File: src/rtl/code_prefetch_queue.sv
module code_prefetch_queue #(
  parameter int DEPTH = 6,
  parameter int AW = 20,
  parameter logic [AW-1:0] RESET_ADDR = 20'hFFFF0,
  localparam int CW = $clog2(DEPTH + 1)
) (
  input  logic          clk,
  input  logic          rst_n,
  input  logic          flush,
  input  logic [AW-1:0] flush_addr,
  output logic          fetch_req,
  output logic [AW-1:0] fetch_addr,
  input  logic          fetch_ack,
  input  logic          fetch_two,
  input  logic [15:0]   fetch_data,
  input  logic          pop,
  input  logic          pop_first,
  output logic [7:0]    q_byte,
  output logic          q_empty,
  output logic [CW-1:0] q_count,
  output logic [1:0]    q_status
);

  logic [7:0]    slot [DEPTH];
  logic [7:0]    shifted [DEPTH];
  logic [CW-1:0] count;
  logic [AW-1:0] addr;

  wire          room  = count <= CW'(DEPTH - 2);
  assign        fetch_req = room & ~flush;
  wire          push  = fetch_ack & fetch_req;
  wire          take  = pop & (count != '0) & ~flush;
  wire [CW-1:0] nbytes = push ? (fetch_two ? CW'(2) : CW'(1)) : '0;
  wire [CW-1:0] wp    = count - CW'(take);

  always_ff @(posedge clk) begin
    if (!rst_n) begin
      count <= '0;
      addr  <= RESET_ADDR;
    end else if (flush) begin
      count <= '0;
      addr  <= flush_addr;
    end else begin
      count <= wp + nbytes;
      addr  <= addr + AW'(nbytes);
    end
  end

  for (genvar i = 0; i < DEPTH; i++) begin : g_slot
    if (i < DEPTH - 1) begin : g_mid
      assign shifted[i] = slot[i+1];
    end else begin : g_top
      assign shifted[i] = 8'h00;
    end

    always_ff @(posedge clk) begin
      if (!rst_n)
        slot[i] <= 8'h00;
      else if (!flush) begin
        if (push && CW'(i) == wp)
          slot[i] <= fetch_data[7:0];
        else if (push && fetch_two && CW'(i) == wp + CW'(1))
          slot[i] <= fetch_data[15:8];
        else if (take)
          slot[i] <= shifted[i];
      end
    end
  end

  assign q_byte     = slot[0];
  assign q_empty    = (count == '0);
  assign q_count    = count;
  assign fetch_addr = addr;
  assign q_status   = flush ? 2'b10 : take ? (pop_first ? 2'b01 : 2'b11) : 2'b00;

  AST_NO_OVERFLOW: assert property (@(posedge clk) disable iff (!rst_n)
    q_count <= CW'(DEPTH));
  AST_REQ_ROOM: assert property (@(posedge clk) disable iff (!rst_n)
    fetch_req |-> (q_count <= CW'(DEPTH - 2)) && !flush);
  AST_FLUSH_EMPTY: assert property (@(posedge clk) disable iff (!rst_n)
    flush |=> q_empty && (fetch_addr == $past(flush_addr)));
  AST_ADDR_STEP: assert property (@(posedge clk) disable iff (!rst_n)
    (fetch_req && fetch_ack) |=> fetch_addr == $past(fetch_addr) + ($past(fetch_two) ? AW'(2) : AW'(1)));
  AST_EMPTY_POP: assert property (@(posedge clk) disable iff (!rst_n)
    (q_empty && pop && !fetch_ack) |-> q_status != 2'b01 && q_status != 2'b11);
  AST_POP_PUSH: assert property (@(posedge clk) disable iff (!rst_n)
    (pop && fetch_req && fetch_ack && fetch_two && !q_empty) |=> q_count == $past(q_count) + CW'(1));

endmodule

File: config.mk
export PLATFORM = sky130hd
export DESIGN_NAME = code_prefetch_queue
export DESIGN_NICKNAME = d
export VERILOG_FILES = /design/src/rtl/code_prefetch_queue.sv
export SDC_FILE = /design/constraint.sdc
export NUM_CORES = 1
export LEC_CHECK = 0
export ABC_AREA = 1
export BUFFER_PORTS_ARGS = -buffer_cell sky130_fd_sc_hd__buf_2
export CORE_UTILIZATION = 56
export CTS_CLUSTER_DIAMETER = 100
export DETAILED_ROUTE_END_ITERATION = 12
export GPL_TIMING_DRIVEN = 0
export PLACE_DENSITY_LB_ADDON = 0.1
export SETUP_SLACK_MARGIN = 0.02
export SLEW_MARGIN = 25
export SYNTH_ARGS = -nofsm -noshare
export SYNTH_HDL_FRONTEND = slang
export SYNTH_SLANG_ARGS = --single-unit
export TNS_END_PERCENT = 10
File: constraint.sdc
create_clock -name clk -period 4.1 [get_ports clk]
set_clock_uncertainty 0.15 [all_clocks]
set_input_delay 0.82 -clock clk [delete_from_list [all_inputs] [get_ports clk]]
set_output_delay 0.82 -clock clk [all_outputs]
set_load 0.1 [all_outputs]
Word level (Yosys, flattened, before mapping)
Memories as Yosys holds them, arrays and structs flattened.
Index checks and enable logic that the tools add are counted.
{"block": "totals", "inputBits": 43, "output_inout_bits": 35, "wordCells": 170, "ramBits": 48, "regBits": 23, "latchBits": 0, "n_memories": 1, "rom_bits": 0}
{"block": "op_classes", "order_cmp": 1, "shift": 0, "n_div": 0, "n_mux": 110, "n_bitwise": 24, "n_eq_ne": 10, "add_sub_neg": 4, "n_reduce_logical": 18, "multipliers": 0}
{"memory": "slot", "depth": 6, "word_bits": 8, "rd": 6, "rd_ports_with_merged_regs": 0, "wr": 6, "line": "24", "text": "logic [7:0] slot [DEPTH];"}
{"operator": "8-bit two-way mux", "count": 18}
{"operator": "1-bit two-way mux", "count": 86}
{"operator": "20-bit by 2-bit adder with 20-bit output", "count": 1}
{"operator": "20-bit two-way mux", "count": 1}
{"operator": "1-bit OR", "count": 18}
{"operator": "1-bit logical AND", "count": 13}
{"operator": "2-bit by 3-bit == test with 1-bit output (first input constant)", "count": 4}
{"operator": "3-bit == test (first input constant)", "count": 4}
{"operator": "2-bit two-way mux", "count": 5}
{"operator": "3-bit logical NOT", "count": 3}
{"operator": "1-bit by 3-bit == test with 1-bit output (first input constant)", "count": 2}
{"operator": "1-bit bitwise AND", "count": 4}
{"operator": "3-bit by 1-bit adder with 3-bit output (second input constant)", "count": 1}
{"operator": "3-bit by 2-bit adder with 3-bit output", "count": 1}
{"operator": "3-bit less-or-equal comparator (second input constant)", "count": 1}
{"operator": "3-bit nonzero test", "count": 1}
{"operator": "3-bit by 1-bit subtractor with 3-bit output", "count": 1}
{"operator": "1-bit NOT", "count": 2}
{"operator": "2-bit OR reduction", "count": 1}

Depth between registers and ports, before layout
Gate-level depths: netlist of run 1.
{"block": "logic_depth", "word_depth": 14, "ltp_mapped": 19, "mapped_depth_nobuf": 19}

Least setup slack after synthesis of run 1
OpenSTA, ideal clock, no wires.
{"block": "synth_path", "kind": "register to output", "start": "register count[2] (netlist: q_count[2])", "end": "output q_status[1]", "arrival_ns": 3.574, "n_path_buf": 0, "path_stages_with_launch": 5, "slack_ns": -0.444, "t_required_ns": 3.130, "cell_sequence": "dfxtp_1 -> inv_1 -> nand3_1 -> nand2_1 -> o21ai_0"}
{"block": "synth_via", "elab_chain_len": 5}
{"element": "from (decl)", "line": "26", "text": "logic [CW-1:0] count;"}
{"element": "from (signal assigned)", "line": "44", "text": "count <= wp + nbytes;"}
{"element": "3-bit nonzero test", "line": "32", "text": "wire take = pop & (count != '0) & ~flush;"}
{"element": "1-bit bitwise AND (2 in a row)", "line": "32"}
{"element": "2-bit two-way mux (2 in a row)", "line": "74", "text": "assign q_status = flush ? 2'b10 : take ? (pop_first ? 2'b01 : 2'b11) : 2'b00;"}
{"element": "to (decl)", "line": "21", "text": "output logic [1:0] q_status"}
No other way between the ends.

==> flow_metrics.env, run 1 <==
export IMPL_outcome="completed"
export IMPL_area_growth_pct=16.9
export IMPL_reg2reg_depth=11
export IMPL_yosysWarnings=0
export IMPL_vias=4068
export IMPL_clk_pin_slew_worst_paths_ns=0.09
export IMPL_cts_root_buf="clkbuf_8"
export IMPL_p_sw_share_pct=33.6
export IMPL_p_int_mw=1.23
export IMPL_grt_overflow_total=0
export IMPL_pwr_share_seq_pct=45.0
export IMPL_numCtsBuffers=9
export IMPL_rsz0062_at_grt="no"
export IMPL_die_area_um2=7990
export IMPL_synth_top_family_by_area="simple AND/OR/NAND/NOR gates"
export IMPL_start_util_pct=58.3
export IMPL_synth_area_um2=4280
export IMPL_drc=0
export IMPL_hpwl_um=8380
export IMPL_postCtsHoldBufs=0
export IMPL_postCtsSetupRepairBufs=0
export IMPL_fin_nets=659
export IMPL_drt_iter0_markers=315
export IMPL_dr_pass1_iters=6
export IMPL_path_depth=13
export IMPL_fp_row_count=31
export IMPL_syn_area_per_cell_um2=8.21
export IMPL_cp_max_fo=10
export IMPL_grt_pass1_vias=3714
export IMPL_antenna_found_initial=0
export IMPL_grt_pass1_wl_um=17500
export IMPL_setup_tns_ns=0
export IMPL_finalHoldViolCount=0
export IMPL_finalSetupViolCount=0
export IMPL_synth_compound_area_share_pct=7.61
export IMPL_post_cts_resized=0
export IMPL_maxCapViolations=0
export IMPL_cts_max_level=3
export IMPL_end_kind="flop"
export IMPL_syn_nets=572
export IMPL_r2r_start="q_count[2]"
export IMPL_wl_um=11000
export IMPL_r2r_slack_ns=0.61
export IMPL_p_total_mw=1.85
export IMPL_final_cell_mix="nand3_1 (107), nand2_1 (90), buf_2 (82), edfxtp_1 (48), nor2_1 (45)"
export IMPL_arrival_ns=3.59
export IMPL_final_common_cell="nand3_1"
export IMPL_drv_slew=0
export IMPL_numPortBuffers=76
export IMPL_drt_wirelength_per_cell_um=15.5
export IMPL_die_w_um=89.4
export IMPL_synthMuxAreaShare_pct=0
export IMPL_antenna_cells_inserted=0
export IMPL_leakage_nw=2.20
export IMPL_synth_simple_gate_area_share_pct=37.8
export IMPL_clock_fmax_mhz=268
export IMPL_critPathRequiredTime_ns=3.95
export IMPL_p_switching_uw=622
export IMPL_cts_tree="done"
export IMPL_power_density_nw_per_um2=370
export IMPL_rr_endpoint="slot[2][11]"
export IMPL_start_kind="input pin"
export IMPL_ant_nets=0
export IMPL_synth_fa_ha_area_share_pct=2.69
export IMPL_max_vdd_ir_drop_mv=0.232
export IMPL_hold_class="flop to flop"
export IMPL_critPathMostFrequentCell="ha_1"
export IMPL_layout_min_cycle_time_ns=3.73
export IMPL_slew_limit_headroom_pct=47.2
export IMPL_clkPwrFrac_pct=34.0
export IMPL_synth_async_reset_ratio_pct=0
export IMPL_synth_seq_area_share_pct=44.5
export IMPL_critical_path_slowest_cell="nor3_2"
export IMPL_synth_xor_area_share_pct=1.02
export IMPL_worstPathCellList="buf_2 -> clkbuf_1 -> nor2_1 -> ha_1 -> ha_1 -> inv_1 -> nand2_1 -> nand2_4 -> inv_2 -> ha_1 -> nor3_2 -> inv_1 -> nand4_1"
export IMPL_p_comb_share_pct=20.9
export IMPL_hold_depth=2
export IMPL_via_per_inst=5.71
export IMPL_final_util_pct=68.2
export IMPL_cts_buffer_depth=2
export IMPL_fin_crit_sh_pct=91.0
export IMPL_grt_usage_pct=29.4
export IMPL_cts_sinks=71
export IMPL_yosysUniqueCellTypes=34
export IMPL_synth_top_flop_cell="edfxtp_1"
export IMPL_synth_edf_count=48
export IMPL_path_buf_inv=5
export IMPL_crit_family="simple AND/OR/NAND/NOR gates"
export IMPL_synthCells=521
export IMPL_setup_worst_path_end="slot[2][11]"
export IMPL_worst_pin_slew_ns=0.791
export IMPL_crit_start="flush"
export IMPL_critPathKind="input pin to flop"
export IMPL_die_h_um=89.4
export IMPL_ioPinCount=78
export IMPL_critPathMaxStageDelay_ns=0.56
export IMPL_core_um2=7330
export IMPL_layout_drive_gt1_share_pct=21.7
export IMPL_routabilityCongestion=0.885
export IMPL_ys_ff_latch=71
export IMPL_clkLatencyLatePin_ns=0.36
export IMPL_grt_max_degree=14
[power groups by stage]
stage	sequential [mW]	clock (mW)	combinational [mW]
final	0.833	0.630	0.388
after global routing	0.839	0.666	0.413
after CTS	0.833	0.633	0.385
after detailed placement	0.849	0	0.383
after global placement	0.848	0	0.378
after floorplan	1.00	0	0.137
[flip-flops by register name (all words and copies together) (netlist names)]
register / cells
fetch_addr: 20
q_count: 3
slot: 48
[worst min-delay path: cells and delay by family (launching register included)]
kind	cells	cell delay [ns]
DFF	1	0.33
and+or+nand+nor	2	0.11
[metal layers]
layer  track usage, %  vias up  wire length [um]
met2             48.2      194              5310
li1                 -     1993                 -
met3             4.34       35               691
met1             38.2     1846              4720
met4             14.0        0               288
met5                0        -                 0
[synthesized netlist by cell type (2+ instances only)]
master      n  share of area (%)
edfxtp_1   48                 34
nand2_1    90                7.9
nand2_2     3               0.44
clkbuf_1    7               0.61
buf_6       2               0.53
inv_2       5               0.44
o21ai_0    27                3.2
nor2_4      5                1.3
nand3_1   107                 13
nor3_1      3               0.35
nand3_4     4                1.6
buf_1       2               0.18
nor2_2      6               0.88
nand2_4     3               0.79
inv_1      43                3.8
ha_1        6                1.8
nor2_1     45                3.9
buf_2       6               0.70
dfxtp_1    23                 11
nand3b_1    9                1.6
fa_1        2               0.94
nand4_1    27                3.9
xor2_1      4               0.82
a21oi_1    32                3.7
nor3_4      3                1.1
[stage by stage]
stage	worst slack, ns	cells	hold slack, ns	area, um2
global placement	0.132	696	0.363	4780
global route	0.0664	712	0.410	5000
CTS	0.395	712	0.384	5000
detailed placement	0.0327	696	0.367	4780
floorplan	0.311	521	0.348	4280
finish	0.369	712	0.380	5000
[worst min-delay path by stage]
stage                  end        from  slack, ns
2_1_floorplan  slot[1][10]  slot[2][2]       0.35
3_3_place_gp   slot[1][15]  slot[2][7]       0.36
3_5_place_dp   slot[1][11]  slot[2][3]       0.37
4_1_cts        slot[1][11]  slot[2][3]       0.38
5_1_grt        slot[1][11]  slot[2][3]       0.41
6_report       slot[1][11]  slot[2][3]       0.38
[final cells by class]
cell class	count	area [um2]
buffer	18	93.8
clock buffer	9	124
clock inverter	7	95.1
fill	589	2330
inverter	48	180
multi-input combinational	384	2100
sequential	71	1900
tap	99	124
timing repair buffer	76	380
[cell families (layout without fill, tap and decap cells)]
| group | after synthesis | in the layout |
|---|---|---|
| xor+xnor | 5 | 5 |
| buf+inv | 66 | 158 |
| simple gates | 309 | 309 |
| compound gates | 62 | 62 |
| fa+ha+maj | 8 | 8 |
| flops | 71 | 71 |
(Power assumes the default switching activity.)
==> inputs of run 2 (changes only) <==
--- a/config.mk
+++ b/config.mk
@@ -7,7 +7,9 @@
 export LEC_CHECK = 0
 export ABC_AREA = 1
 export BUFFER_PORTS_ARGS = -buffer_cell sky130_fd_sc_hd__buf_2
-export CORE_UTILIZATION = 56
+export CELL_PAD_IN_SITES_DETAIL_PLACEMENT = 0
+export CELL_PAD_IN_SITES_GLOBAL_PLACEMENT = 1
+export CORE_UTILIZATION = 42
 export CTS_CLUSTER_DIAMETER = 100
 export DETAILED_ROUTE_END_ITERATION = 12
 export GPL_TIMING_DRIVEN = 0
==> flow_metrics.env, run 2 (same netlist as run 1, synthesis figures left out) <==
export IMPL_worstPathCellList="buf_2 -> clkbuf_1 -> nor2_1 -> ha_1 -> ha_1 -> nor2_2 -> ha_1 -> inv_1 -> nand2_1 -> inv_1 -> nand2_4 -> nand2_4 -> nand4_1"
export IMPL_cts_sinks=71
export IMPL_hpwl_um=8740
export IMPL_stdcell_area_um2=4990
export IMPL_post_cts_resized=0
export IMPL_antenna_cells_inserted=0
export IMPL_final_instance_count_excl_fill=746
export IMPL_gr_usage_met3_pct=3.39
export IMPL_setup_tns_ns=0
export IMPL_clkLatencyLatePin_ns=0.35
export IMPL_maxCapViolations=0
export IMPL_rsz0062_at_grt="no"
export IMPL_fp_row_count=36
export IMPL_power_density_nw_per_um2=348
export IMPL_grt_max_degree=14
export IMPL_antenna_found_initial=0
export IMPL_postCtsSetupRepairBufs=0
export IMPL_ant_nets=0
export IMPL_end_kind="flop"
export IMPL_arrival_ns=3.54
export IMPL_ioPinCount=78
export IMPL_drc=0
export IMPL_drt_iter0_markers=125
export IMPL_cts_buffer_depth=2
export IMPL_min_from="slot[2][7]"
export IMPL_finalHoldViolCount=0
export IMPL_start_kind="input pin"
export IMPL_clk_pin_slew_worst_paths_ns=0.08
export IMPL_wl_um=11100
export IMPL_p_switching_uw=633
export IMPL_max_vdd_ir_drop_mv=0.150
export IMPL_met1_usage_pct=31.0
export IMPL_grt_usage_pct=22.9
export IMPL_timing_hold_ws_ns=0.397
export IMPL_start_util_pct=43.6
export IMPL_drt_wirelength_per_cell_um=14.8
export IMPL_p_comb_share_pct=22.1
export IMPL_postCtsHoldBufs=0
export IMPL_finalSetupViolCount=0
export IMPL_critPathKind="input pin to flop"
export IMPL_clkPwrFrac_pct=29.9
export IMPL_use_met2_pct=37.7
export IMPL_critical_path_slowest_cell="clkbuf_1"
export IMPL_fin_nets=659
export IMPL_path_buf_inv=4
export IMPL_largest_reg_flops=48
export IMPL_leakage_nw=2.17
export IMPL_die_w_um=103
export IMPL_clock_fmax_mhz=269
export IMPL_worst_pin_slew_ns=0.804
export IMPL_critPathMaxStageDelay_ns=0.42
export IMPL_largest_register="slot"
export IMPL_cp_max_fo=10
export IMPL_area_growth_pct=16.8
export IMPL_outcome="completed"
export IMPL_critPathRequiredTime_ns=3.93
export IMPL_core_um2=9820
export IMPL_placed_cells=730
export IMPL_via_per_inst=5.18
export IMPL_post_dp_cell_area_um2=4820
export IMPL_vias=3861
export IMPL_fin_crit_sh_pct=90.7
export IMPL_p_sw_share_pct=36.5
export IMPL_critPathMostFrequentCell="ha_1"
export IMPL_layout_drive_gt1_share_pct=21.5
export IMPL_slew_limit_headroom_pct=46.4
export IMPL_pwr_share_seq_pct=48.0
export IMPL_dr_pass1_iters=4
export IMPL_p_int_mw=1.10
export IMPL_die_h_um=103
export IMPL_hold_class="flop to flop"
export IMPL_grt_pass1_wl_um=18400
export IMPL_cts_root_buf="clkbuf_8"
export IMPL_final_cell_mix="nand3_1 (107), nand2_1 (90), buf_2 (82), edfxtp_1 (48), nor2_1 (45)"
export IMPL_routabilityCongestion=0.838
export IMPL_drv_slew=0
export IMPL_grt_pass1_vias=3766
export IMPL_layout_min_cycle_time_ns=3.72
export IMPL_final_common_cell="nand3_1"
export IMPL_final_util_pct=50.9
export IMPL_crit_family="simple AND/OR/NAND/NOR gates"
export IMPL_cts_max_level=3
export IMPL_numCtsBuffers=9
export IMPL_r2r_start="q_count[2]"
export IMPL_grt_busiest_layer="met2"
export IMPL_numPortBuffers=76
export IMPL_cts_tree="done"
export IMPL_crit_start="flush"
export IMPL_grt_overflow_total=0
export IMPL_die_area_um2=10600
-- run 2: changes by cell type in the layout (fill, tap and decap cells not counted), sizes merged --
cell,previous run,this run
clkinvlp,0,1
clkinv,3,4
bufinv,2,0
-- run 2: final timing paths --
kind                                    end  slack (ns)  cells past startpoint
worst max register to register   slot[2][7]        0.71                     14
worst min register to register  slot[1][15]        0.40                      2
worst min-delay path            slot[1][15]        0.40                      2
worst max-delay path             slot[2][7]        0.38                     13
-- run 2: layer usage --
metal | part of all wire (%) | routed length (um) | vias to the layer above
li1 | - | - | 1993
met1 | 47 | 5250 | 1743
met2 | 46 | 5130 | 115
met3 | 5.2 | 577 | 10
met4 | 1.1 | 119 | 0
met5 | 0 | 0 | -
-- run 2: cell type report --
type | instances | area (um2)
inverter | 48 | 180
clock buffer | 9 | 124
clock inverter | 7 | 46.3
timing repair buffer | 76 | 380
fill | 1004 | 4830
sequential | 71 | 1900
multi-input combinational | 384 | 2100
buffer | 18 | 93.8
tap | 133 | 166
-- run 2: stage by stage --
step	power (mW)	setup WS (ns)
3_3_place_gp	1.23	0.00354
3_5_place_dp	1.23	-0.0489
2_1_floorplan	1.14	0.311
6_report	1.74	0.380
4_1_cts	1.75	0.318
5_1_grt	1.81	0.0616
-- run 2: power groups by stage --
stage          clock, mW  combinational [mW]  sequential, mW
2_1_floorplan          0               0.137            1.00
3_3_place_gp           0               0.382           0.849
3_5_place_dp           0               0.385           0.849
4_1_cts            0.529               0.386           0.833
5_1_grt            0.561               0.414           0.839
6_report           0.520               0.384           0.833
-- run 2: worst min-delay path, delay by kind of cell, from the launching register on --
kind,cells,cell delay (ns)
simple gates,2,0.11
flops,1,0.33
